$ cat config.mk
export PLATFORM = sky130hd
export DESIGN_NAME = alu12
export DESIGN_NICKNAME = d
export VERILOG_FILES = /design/src/rtl/alu12_pkg.sv /design/src/rtl/alu12_logic.sv /design/src/rtl/alu12_arith.sv /design/src/rtl/alu12_shift.sv /design/src/rtl/alu12_flags.sv /design/src/rtl/alu12.sv
export SDC_FILE = /design/constraint.sdc
export NUM_CORES = 1
export LEC_CHECK = 0
export ABC_CLOCK_PERIOD_IN_PS = 4600
export BUFFER_PORTS_ARGS = -buffer_cell sky130_fd_sc_hd__buf_4
export CORE_MARGIN = 5
export CORE_UTILIZATION = 35
export DETAILED_ROUTE_END_ITERATION = 8
export GPL_TIMING_DRIVEN = 0
export PLACE_DENSITY = 0.54
export RECOVER_POWER = 100
export SYNTH_ARGS = -nofsm -noshare
export SYNTH_HDL_FRONTEND = slang
export SYNTH_SLANG_ARGS = --single-unit
$ cat constraint.sdc
create_clock -name clk_i -period 4.6 [get_ports clk_i]
set_input_delay 0.69 -clock clk_i [delete_from_list [all_inputs] [get_ports clk_i]]
set_output_delay 0.69 -clock clk_i [all_outputs]
set_load 0.005 [all_outputs]
$ cat src/rtl/alu12_pkg.sv
package alu12_pkg;

  typedef enum logic [3:0] {
    OP_NONE = 4'd0,
    OP_AND  = 4'd1,
    OP_OR   = 4'd2,
    OP_SUB  = 4'd3,
    OP_XOR  = 4'd4,
    OP_NOR  = 4'd5,
    OP_NAND = 4'd6,
    OP_ADD  = 4'd7,
    OP_LSH  = 4'd8,
    OP_RSH  = 4'd9,
    OP_INC  = 4'd10,
    OP_DEC  = 4'd11
  } alu_op_e;

  typedef enum logic [1:0] {
    GRP_NONE  = 2'd0,
    GRP_LOGIC = 2'd1,
    GRP_ARITH = 2'd2,
    GRP_SHIFT = 2'd3
  } alu_grp_e;

  function automatic alu_grp_e op_group(alu_op_e op);
    case (op)
      OP_AND, OP_OR, OP_XOR, OP_NOR, OP_NAND: op_group = GRP_LOGIC;
      OP_ADD, OP_SUB, OP_INC, OP_DEC:         op_group = GRP_ARITH;
      OP_LSH, OP_RSH:                         op_group = GRP_SHIFT;
      default:                                op_group = GRP_NONE;
    endcase
  endfunction

endpackage

$ cat src/rtl/alu12_logic.sv
module alu12_logic
  import alu12_pkg::*;
#(
  parameter int WIDTH = 12
) (
  input  alu_op_e          op_i,
  input  logic [WIDTH-1:0] a_i,
  input  logic [WIDTH-1:0] b_i,
  output logic [WIDTH-1:0] res_o
);

  localparam logic [WIDTH-1:0] ALL_ONES = {WIDTH{1'b1}};

  logic [WIDTH-1:0] and_v, or_v, xor_v;
  logic             inv;

  assign and_v = a_i & b_i;
  assign or_v  = a_i | b_i;
  assign xor_v = a_i ^ b_i;
  assign inv   = (op_i == OP_NOR) || (op_i == OP_NAND);

  logic [WIDTH-1:0] base;
  always_comb begin
    case (op_i)
      OP_AND, OP_NAND: base = and_v;
      OP_OR,  OP_NOR:  base = or_v;
      OP_XOR:          base = xor_v;
      default:         base = '0;
    endcase
  end

  // inverted forms reuse the plain gate outputs through a mask
  assign res_o = base ^ (inv ? ALL_ONES : '0);

endmodule

$ cat src/rtl/alu12_arith.sv
module alu12_arith
  import alu12_pkg::*;
#(
  parameter int WIDTH = 12
) (
  input  alu_op_e          op_i,
  input  logic [WIDTH-1:0] a_i,
  input  logic [WIDTH-1:0] b_i,
  output logic [WIDTH-1:0] res_o
);

  localparam logic [WIDTH-1:0] ALL_ONES = {WIDTH{1'b1}};
  localparam logic [WIDTH-1:0] ONE      = {{(WIDTH-1){1'b0}}, 1'b1};

  logic [WIDTH-1:0] addend;
  logic             cin;

  // one adder: SUB = a + ~b + 1, INC = a + 0 + 1, DEC = a + all-ones
  always_comb begin
    case (op_i)
      OP_ADD:  begin addend = b_i;            cin = 1'b0; end
      OP_SUB:  begin addend = b_i ^ ALL_ONES; cin = 1'b1; end
      OP_INC:  begin addend = '0;             cin = 1'b1; end
      OP_DEC:  begin addend = ALL_ONES;       cin = 1'b0; end
      default: begin addend = '0;             cin = 1'b0; end
    endcase
  end

  assign res_o = a_i + addend + (cin ? ONE : '0);

endmodule

$ cat src/rtl/alu12_shift.sv
module alu12_shift
  import alu12_pkg::*;
#(
  parameter int WIDTH = 12
) (
  input  alu_op_e          op_i,
  input  logic [WIDTH-1:0] a_i,
  output logic [WIDTH-1:0] res_o
);

  always_comb begin
    case (op_i)
      OP_LSH:  res_o = {a_i[WIDTH-2:0], 1'b0};
      OP_RSH:  res_o = {1'b0, a_i[WIDTH-1:1]};
      default: res_o = '0;
    endcase
  end

endmodule

$ cat src/rtl/alu12_flags.sv
module alu12_flags #(
  parameter int WIDTH = 12
) (
  input  logic             clk_i,
  input  logic             rst_ni,
  input  logic             load_i,
  input  logic [WIDTH-1:0] res_i,
  output logic             zero_o,
  output logic             neg_o
);

  localparam int MSB = WIDTH - 1;

  always_ff @(posedge clk_i or negedge rst_ni) begin
    if (!rst_ni) begin
      zero_o <= 1'b0;
      neg_o  <= 1'b0;
    end else if (load_i) begin
      zero_o <= (res_i == '0);
      neg_o  <= res_i[MSB];
    end
  end

endmodule

$ cat src/rtl/alu12.sv
module alu12
  import alu12_pkg::*;
#(
  parameter int WIDTH = 12
) (
  input  logic             clk_i,
  input  logic             rst_ni,
  input  logic [3:0]       op_i,
  input  logic [WIDTH-1:0] a_i,
  input  logic [WIDTH-1:0] b_i,
  input  logic             upd_i,
  output logic [WIDTH-1:0] res_o,
  output logic             zero_o,
  output logic             neg_o
);

  alu_op_e          op;
  alu_grp_e         grp;
  logic [WIDTH-1:0] logic_res, arith_res, shift_res;

  assign op  = alu_op_e'(op_i);
  assign grp = op_group(op);

  alu12_logic #(.WIDTH(WIDTH)) u_logic (
    .op_i (op),
    .a_i  (a_i),
    .b_i  (b_i),
    .res_o(logic_res)
  );

  alu12_arith #(.WIDTH(WIDTH)) u_arith (
    .op_i (op),
    .a_i  (a_i),
    .b_i  (b_i),
    .res_o(arith_res)
  );

  alu12_shift #(.WIDTH(WIDTH)) u_shift (
    .op_i (op),
    .a_i  (a_i),
    .res_o(shift_res)
  );

  always_comb begin
    case (grp)
      GRP_LOGIC: res_o = logic_res;
      GRP_ARITH: res_o = arith_res;
      GRP_SHIFT: res_o = shift_res;
      default:   res_o = '0;
    endcase
  end

  alu12_flags #(.WIDTH(WIDTH)) u_flags (
    .clk_i (clk_i),
    .rst_ni(rst_ni),
    .load_i(upd_i && (grp != GRP_NONE)),
    .res_i (res_o),
    .zero_o(zero_o),
    .neg_o (neg_o)
  );

endmodule

==> summary by stage, run 1 <==
Outcome
The flow ran to the end, and the final reports show no timing, DRC or antenna violations.

Place
In this run, placement finished with an instance count of 403. After detailed placement, the total cell area comes to 0.00251 mm2. In this run the tool buffered the top-level ports with between 40 and 50 buffer cells. Routability-driven placement finished with a final weighted congestion of about 0.85. Detailed placement ended at an HPWL of about 5200 um.

Timing
The upper clock frequency limit is 227 MHz. Setup repair after global routing left no endpoint under its margin. The final max-slew violation count was 0.

The worst-case clock skew is 0 ns. The final hold violation count is 0. At the pin with the least slew margin, the transition time is 1.07 ns. The worst-case headroom to the max-slew limit is 0.282. Dividing the final minimum period by the clock period gives 0.956.

The minimum clock period is 4.40 ns. The setup-violating endpoint count in the final report is 0. The post-route setup TNS is 0 ns.

Final layout
0 antenna diodes ended up in the layout. The design area is 0.00255 mm2. The library cell used most frequently in the layout, excluding fill and tap cells, is ha_1. The fraction of layout cells with a size suffix above 1 is 0.180. At the end of the flow, the number of nets in the layout was between 400 and 500. Compared with the post-synthesis result, the final layout area differs by 22.0%.

The count of cells in the finished layout, fillers not included, comes to 403. The top cell types in the final layout, fill and taps aside, are 38 x ha_1, 32 x buf_4, 31 x inv_1.

Global route
The number of global-route vias before repair was 2,134. The number of antenna violations at the first check in global routing is 0. The overflow left after global routing is 0.

In the global route stage, overall resource usage came out at 0.176. The maximum number of pins on one net before global-route repair is 20. The first global-routing pass estimated 10,700 um of wire.

Logic synthesis
The synthesized design contains 2 register bits. The number of distinct library cells after synthesis is 62. The most instantiated flip-flop cell in the synthesis netlist is dfrtp_1. The share of flip-flops with an asynchronous set or reset after synthesis is 1.00. The share of the Yosys chip area taken by registers is 0.0239.

Synthesis produced a netlist whose cell count is around 290. The number of enable flip-flop cells after synthesis is 0. Dividing the synthesized area by the synthesized cell count gives 7.34 um2. The mapped netlist covers 0.00209 mm2. The synthesized net count is 357. The number of warnings reported in the yosys synthesis log is 0.

CTS
The total clock sinks is 2. The clock network latency to the later pin of the worst-skew pair is roughly 0.20 ns. The CTS tree is done. The number of buffers inserted by post-CTS setup repair is 0. The clock transition time at the flip-flop clock pins of the worst setup and hold paths is 0.03 ns. The clock tree root buffer cell is clkbuf_8. The hold buffer count at cts is 0.

Clock tree synthesis inserted a total of 3 buffers. The count of H-tree levels built during CTS is 1. The maximum buffer depth of the clock tree is 2.

Floorplanning
The horizontal die dimension is ~87 um. The core region is 0.00585 mm2. The floorplan step set the die height to between 80 and 90 um. The die footprint is between 0.007 and 0.008 mm2. The site row count is 28.

The initial core utilization is 0.358. 45 I/O pins were placed.

Routing
The detailed-router iteration count before antenna repair is 4. The average wire per standard cell is about 16 um. The detailed router's first-iteration violation count is 109. The remaining design rule violation count is 0. The total wirelength of the detailed-routed design is 6470 um. The number of nets still failing antenna checks after routing is 0. The routed layout has between 2,000 and 2,500 vias. Dividing the detail-routed via count by the number of cells gives 5.45.

Worst setup path
In this run the critical register-to-register path is launched from u_flags.neg_o. The standard cell with the maximum stage delay on the critical path is fa_1. In this run the worst setup path begins at op_i[0].

The highest cell delay on the worst timing path is 0.52 ns. The data arrival time at the worst-slack endpoint is 4.51 ns. The dominant cell type by count on the critical path is or4_1. The signal on the critical path passes through buf_4 -> inv_1 -> ha_1 -> nand2_1 -> a21oi_2 -> fa_1 -> inv_1 -> fa_1 -> a2111oi_0 -> or4_4 -> or4_1 -> or4_1 -> or4_1 -> o31ai_1. STA classifies the critical path endpoint as a flip-flop. The required time at the endpoint of the critical path is 4.71 ns. The worst setup path is of the in2reg kind. The largest fanout of any net on the critical path is 5. The worst setup path is launched from a primary input.

Job
The max-cap violation count is 0.

Power and ir drop
Power spread over the standard cell area amounts to ~130 mW/mm2. The worst voltage drop across the vdd grid is 69.7 uV. The static leakage is between 1 and 1.5 nW.

Hold path
The type of the tightest min-delay check is in2async.
area by class of cell:
type | count | area (um2)
timing repair buffer | 43 | 319
fill | 611 | 3300
tap | 75 | 93.8
sequential | 2 | 50.0
clock buffer | 3 | 41.3
buffer | 12 | 63.8
multi-input combinational | 237 | 1870
inverter | 31 | 116
per-stage QoR:
step | hold slack [ns] | worst slack [ns] | power (mW) | util
after floorplan | 0.394 | 0.0663 | 0.172 | -
after global placement | 0.473 | -0.794 | 0.266 | 0.429
after detailed placement | 0.475 | -0.824 | 0.267 | 0.429
after CTS | 0.259 | 0.0184 | 0.338 | 0.438
after global routing | 0.270 | 0.0194 | 0.365 | 0.436
final | 0.263 | 0.203 | 0.333 | 0.436
synth_stat cells (all sizes together), types with 3 or more instances:
cell	n	area, um2
a21oi	9	45.0
a221oi	5	43.8
a22o	3	26.3
a22oi	10	75.1
a32oi	3	26.3
and2	11	68.8
and3	3	18.8
and3b	3	26.3
buf	6	32.5
clkbuf	9	33.8
ha	39	488
inv	31	116
mux2i	7	73.8
nand2	13	48.8
nand2b	4	25.0
nor2	23	86.3
nor2b	4	25.0
nor3	10	50.1
o211ai	8	60.1
o21a	5	37.5
o21ai	10	50.0
o221ai	3	26.3
or3	5	31.3
or4	4	33.8
xnor2	17	149
state kept, by name, summed over array words and instances (netlist names):
| signal | count |
|---|---|
| u_flags.zero_o | 1 |
| u_flags.neg_o | 1 |
path summary, 6_finish.rpt:
path	endpoint	slack (ns)	depth (start not counted)
worst min-delay path	u_flags.zero_o	0.26	1
max in group asynchronous	u_flags.neg_o	4.21	1
worst max-delay path	u_flags.zero_o	0.20	14
min in group clk_i	u_flags.zero_o	0.48	2
worst max register to register	u_flags.neg_o	3.87	1
worst min register to register	u_flags.zero_o	0.48	2
where the power goes:
part	total, mW	switching [mW]	internal [mW]
Clock	0.0676	0.0124	0.0552
Combinational	0.244	0.129	0.115
Sequential	0.0215	0.00114	0.0203
worst max-delay path, delay by kind of cell:
family,cells,cell delay [ns]
simple gates,5,2.05
compound gates,3,0.48
buf+inv,3,0.26
fa+ha+maj,3,1.02
cell families after synthesis:
logic type	after synthesis	synth area share
and+or+nand+nor	92	0.241
xor gates and xnor gates	19	0.0795
muxes	9	0.0478
AOI/OAI and AO/OA	76	0.268
buffers and inverters	46	0.0873
adders and majority gates	41	0.252
DFF	2	0.0239
layer usage:
| layer | wire length [um] | GRT usage | vias to the layer above |
|---|---|---|---|
| li1 | - | - | 1122 |
| met1 | 2960 | 0.247 | 1022 |
| met2 | 3130 | 0.307 | 52 |
| met3 | 354 | 0.00662 | 2 |
| met4 | 28 | 0.0153 | 0 |
| met5 | 0 | 0 | - |
repair_timing:
item	in CTS	in global routing
resized for setup	6	3
endpoints found under the setup margin	8	3
pin swaps	0	0
(Power assumes the default switching activity.)
==> run 2, diff against run 1 <==
Settings changed: ABC_CLOCK_PERIOD_IN_PS 4600 to 4100, BUFFER_PORTS_ARGS -buffer_cell sky130_fd_sc_hd__buf_4 to -buffer_cell sky130_fd_sc_hd__buf_2, PLACE_DENSITY 0.54 to 0.53, SYNTH_HIERARCHICAL set to 1.
Clock period 4.6 ns to 4.1 ns, I/O delays scaled along.
==> run 2 against run 1 <==
Effect of this change:
- non-clock buffer count increased by 8
- count of clock-buffer cells in the layout unchanged
- clock skew unchanged
- power increased by 28%
- setup slack got worse by 0.042 ns
==> summary by stage, run 2 <==
Floorplanning
The site row count came to 30 (+7.1%). The initial core utilization is 0.362 (+0.00415). The die extent in y is 94.3 um (+8.0%). The die footprint is 0.00889 mm2 (+17%).

The number of top-level design ports is 45 (unchanged). The horizontal die dimension came to 94.3 um (+8.0%). The core area is 0.00687 mm2 (+17%).

Place
The detailed placement HPWL is 6000 um (+14%). The instance area after placement is 0.00283 mm2 (+13%). The count of buffers from port buffering is 44 (+2.3%). The routability-driven placement congestion ratio is 0.774 (-8.8%).

Timing
The setup-violating endpoint count in the final report is 0 (unchanged). Setup repair after global routing left no endpoint under its margin. The worst slack on hold paths came to 0.177 ns (-0.0851 ns).

The worst-case clock skew is 0 ns (unchanged). The period utilization is 0.961. Derived from the worst setup path, the maximum achievable clock frequency is between 200 and 300 MHz. The final hold violation count is 0 (unchanged).

The worst-case headroom to the max-slew limit is 0.544 (+0.262). The final max-slew violation count was 0 (unchanged). The measured slew at the worst slew-check pin is 0.682 ns (-0.388 ns).

The minimum clock period is ~3.9 ns.

Logic synthesis
The share of flip-flops with an asynchronous set or reset after synthesis came to 1.00 (unchanged). The most frequent cell after synthesis is ha_1. The cell area after synthesis came to 0.00249 mm2 (+19%). After synthesis, the cell types taking the most area are ha_1 18%, mux2i_1 8.9%, xnor2_1 6.7%, inv_1 4.7%, nor2_1 4.1%. The number of distinct library cells after synthesis is 57 (-8.1%). The number of enable flip-flop cells after synthesis is 0 (unchanged). The number of register bits inferred by synthesis came to 2 (unchanged). The synthesized net count is 400 (+12%).

The post-synthesis sequential area ratio was 0.0201 (-0.00378). The number of warnings reported in the yosys synthesis log was 6 (+6). The top cell type's share of synthesized area is 0.181 (-0.0519). By count the netlist is led by 36 x ha_1, 31 x inv_1, 27 x nor2_1.

The post-synthesis instance total was 331 (+16%). Among all flip-flop cells after synthesis, the most frequent one is dfrtp_1. The largest area contributor in the synthesized netlist is ha_1. The mean instance size in the synthesized netlist was 7.51 um2 (+2.3%).

Global route
The global routing usage on met1 is 0.241 (-0.00594). The met2 layer usage reported by global route came to 0.283 (-0.0243). The maximum number of pins on one net before global-route repair is 18 (-10%). The global-route wire length before repair came to 12,200 um (+14%).

The number of global-route vias before repair is 2,475 (+16%). The met3 track utilization from global routing is 0.0104 (+0.00379). The overflow left after global routing is 0 (unchanged). In this run the most used layer during global routing was met2. The number of antenna violations at the first check in global routing is 0 (unchanged). The global-route usage over all layers is 0.169 (-0.00637).

Routing
The detailed router's first-iteration violation count came to 65 (-40%). The detailed-router iteration count before antenna repair is 4 (unchanged). The number of nets still failing antenna checks after routing is 0 (unchanged). The average wire per standard cell came to 15.6 um (-3.0%). The total wirelength of the detailed-routed design is 7380 um (+14%). The remaining design rule violation count is 0 (unchanged).

The average vias per placed instance was 5.09 (-6.6%). The number of vias after detailed routing is 2,414 (+9.8%).

Final layout
The core utilization of the finished layout was 0.418 (-0.0181). The number of nets in the layout is 449 (+12%). Leaving out fill and tap cells, the most frequent cells in the layout are 40 x buf_2, 36 x ha_1, 31 x inv_1. The count of antenna diodes in the layout came to 0 (unchanged).

The fill cell instance count of the final layout is 744 (+22%). The largest registers in the layout are u_flags/neg_o: 1 flops, u_flags/zero_o: 1 flops. The fraction of layout cells with a size suffix above 1 was 0.193 (+0.0132).

The commonest non-fill, non-tap cell in the layout is buf_2. The design area was 0.00287 mm2 (+13%). Compared with the post-synthesis result, the final layout area differs by 15.6%.

Worst setup path
The largest fanout of any net on the critical path is 10 (+5). The required time at the endpoint of the critical path is 3.48 ns (-1.23 ns). The element type at the critical path end is a primary output. The path type of the worst setup path is in2out.

The data arrival time at the worst-slack endpoint is 3.32 ns (-1.19 ns). The kind of start point of the critical path is a primary input.

Power and ir drop
The overall power was 424 uW (+28%). The total power density per cell area is 148 mW/mm2 (+13%). The static leakage is 1.40 nW (+17%). The worst voltage drop across the vdd grid was 191 uV (+170%).

CTS
The total clock buffers created by CTS is 3 (unchanged). The clock network latency to the later pin of the worst-skew pair is 0.22 ns (+0.02 ns). The clock transition time at the flip-flop clock pins of the worst setup and hold paths is 0.03 ns (about the same). The count of H-tree levels built during CTS is 1 (unchanged). The hold buffer count at cts came to 0 (unchanged).

The total clock sinks is 2 (unchanged). TritonCTS built the clock tree. The maximum buffer depth of the clock tree came to 2 (unchanged). The cell sitting at the root of the clock tree is a clkbuf_8.

Job
The max-cap violation count is 0 (unchanged).

Hold path
The type of the tightest min-delay check is in2async.

Outcome
The run finished with clean final reports.
[run 2: cell families (layout without fill, tap and decap cells)]
group | count (synthesis) | count (layout) | share of synthesized area
fa+ha+maj | 38 | 38 | 0.197
mux | 23 | 23 | 0.0931
simple gates | 112 | 112 | 0.241
compound gates | 85 | 85 | 0.266
flops | 2 | 2 | 0.0201
xor+xnor | 21 | 21 | 0.0740
buf+inv | 50 | 97 | 0.108
[run 2: final cells by class]
class	instances	area [um2]	share of cell area
timing repair buffer	45	223	0.0775
inverter	31	116	0.0405
tap	96	120	0.0418
sequential	2	50.0	0.0174
clock buffer	3	41.3	0.0144
multi-input combinational	279	2170	0.754
buffer	18	155	0.0540
[run 2: layer usage]
layer / routed length [um] / up-vias / part of all wire
li1: - / 1288 / -
met1: 3720 / 1089 / 0.50
met2: 3400 / 34 / 0.46
met3: 223 / 3 / 0.030
met4: 38 / 0 / 0.0051
met5: 0 / - / 0
[run 2: stage by stage]
step           setup TNS (ns)  worst slack [ns]  cells
5_1_grt                     0           0.00270    474
6_report                    0             0.161    474
3_5_place_dp           -0.211            -0.164    471
2_1_floorplan               0             0.529    331
3_3_place_gp           -0.173            -0.125    471
4_1_cts                     0            0.0615    474
[run 2: worst paths after layout]
path | from | endpoint | slack [ns] | cells after the start
worst max-delay path | op_i[3] | res_o[10] | 0.16 | 14
worst min-delay path | rst_ni | u_flags/neg_o | 0.18 | 1
worst max register to register | u_flags/zero_o | u_flags/zero_o | 3.28 | 2
worst min register to register | u_flags/neg_o | u_flags/neg_o | 0.50 | 1
max in group asynchronous | rst_ni | u_flags/zero_o | 3.79 | 1
min in group clk_i | u_flags/neg_o | u_flags/neg_o | 0.50 | 1
[run 2: power breakdown]
group / switching [mW] / internal (mW)
clock network: 0.0187 / 0.0624
logic: 0.175 / 0.143
registers: 0.00166 / 0.0234
total: 0.195 / 0.229
[run 2: worst max-delay path, cell delays in order]
cell	delay, ns
buf_4	0.16
clkbuf_4	0.20
xor2_1	0.16
nand3b_1	0.12
fa_2	0.38
fa_1	0.42
nor2b_2	0.15
o31a_1	0.19
o2111ai_1	0.15
and2_1	0.17
o311ai_1	0.24
a22oi_1	0.14
nand2_1	0.11
buf_2	0.12
[run 2: what timing repair did]
action / 4_1_cts / 5_1_grt
resized for setup: 4 / 2
endpoints found under the setup margin: 3 / 2
endpoints found under the hold margin: 0 / 0
pin swaps: 1 / 0
buffers inserted: 1 / 0
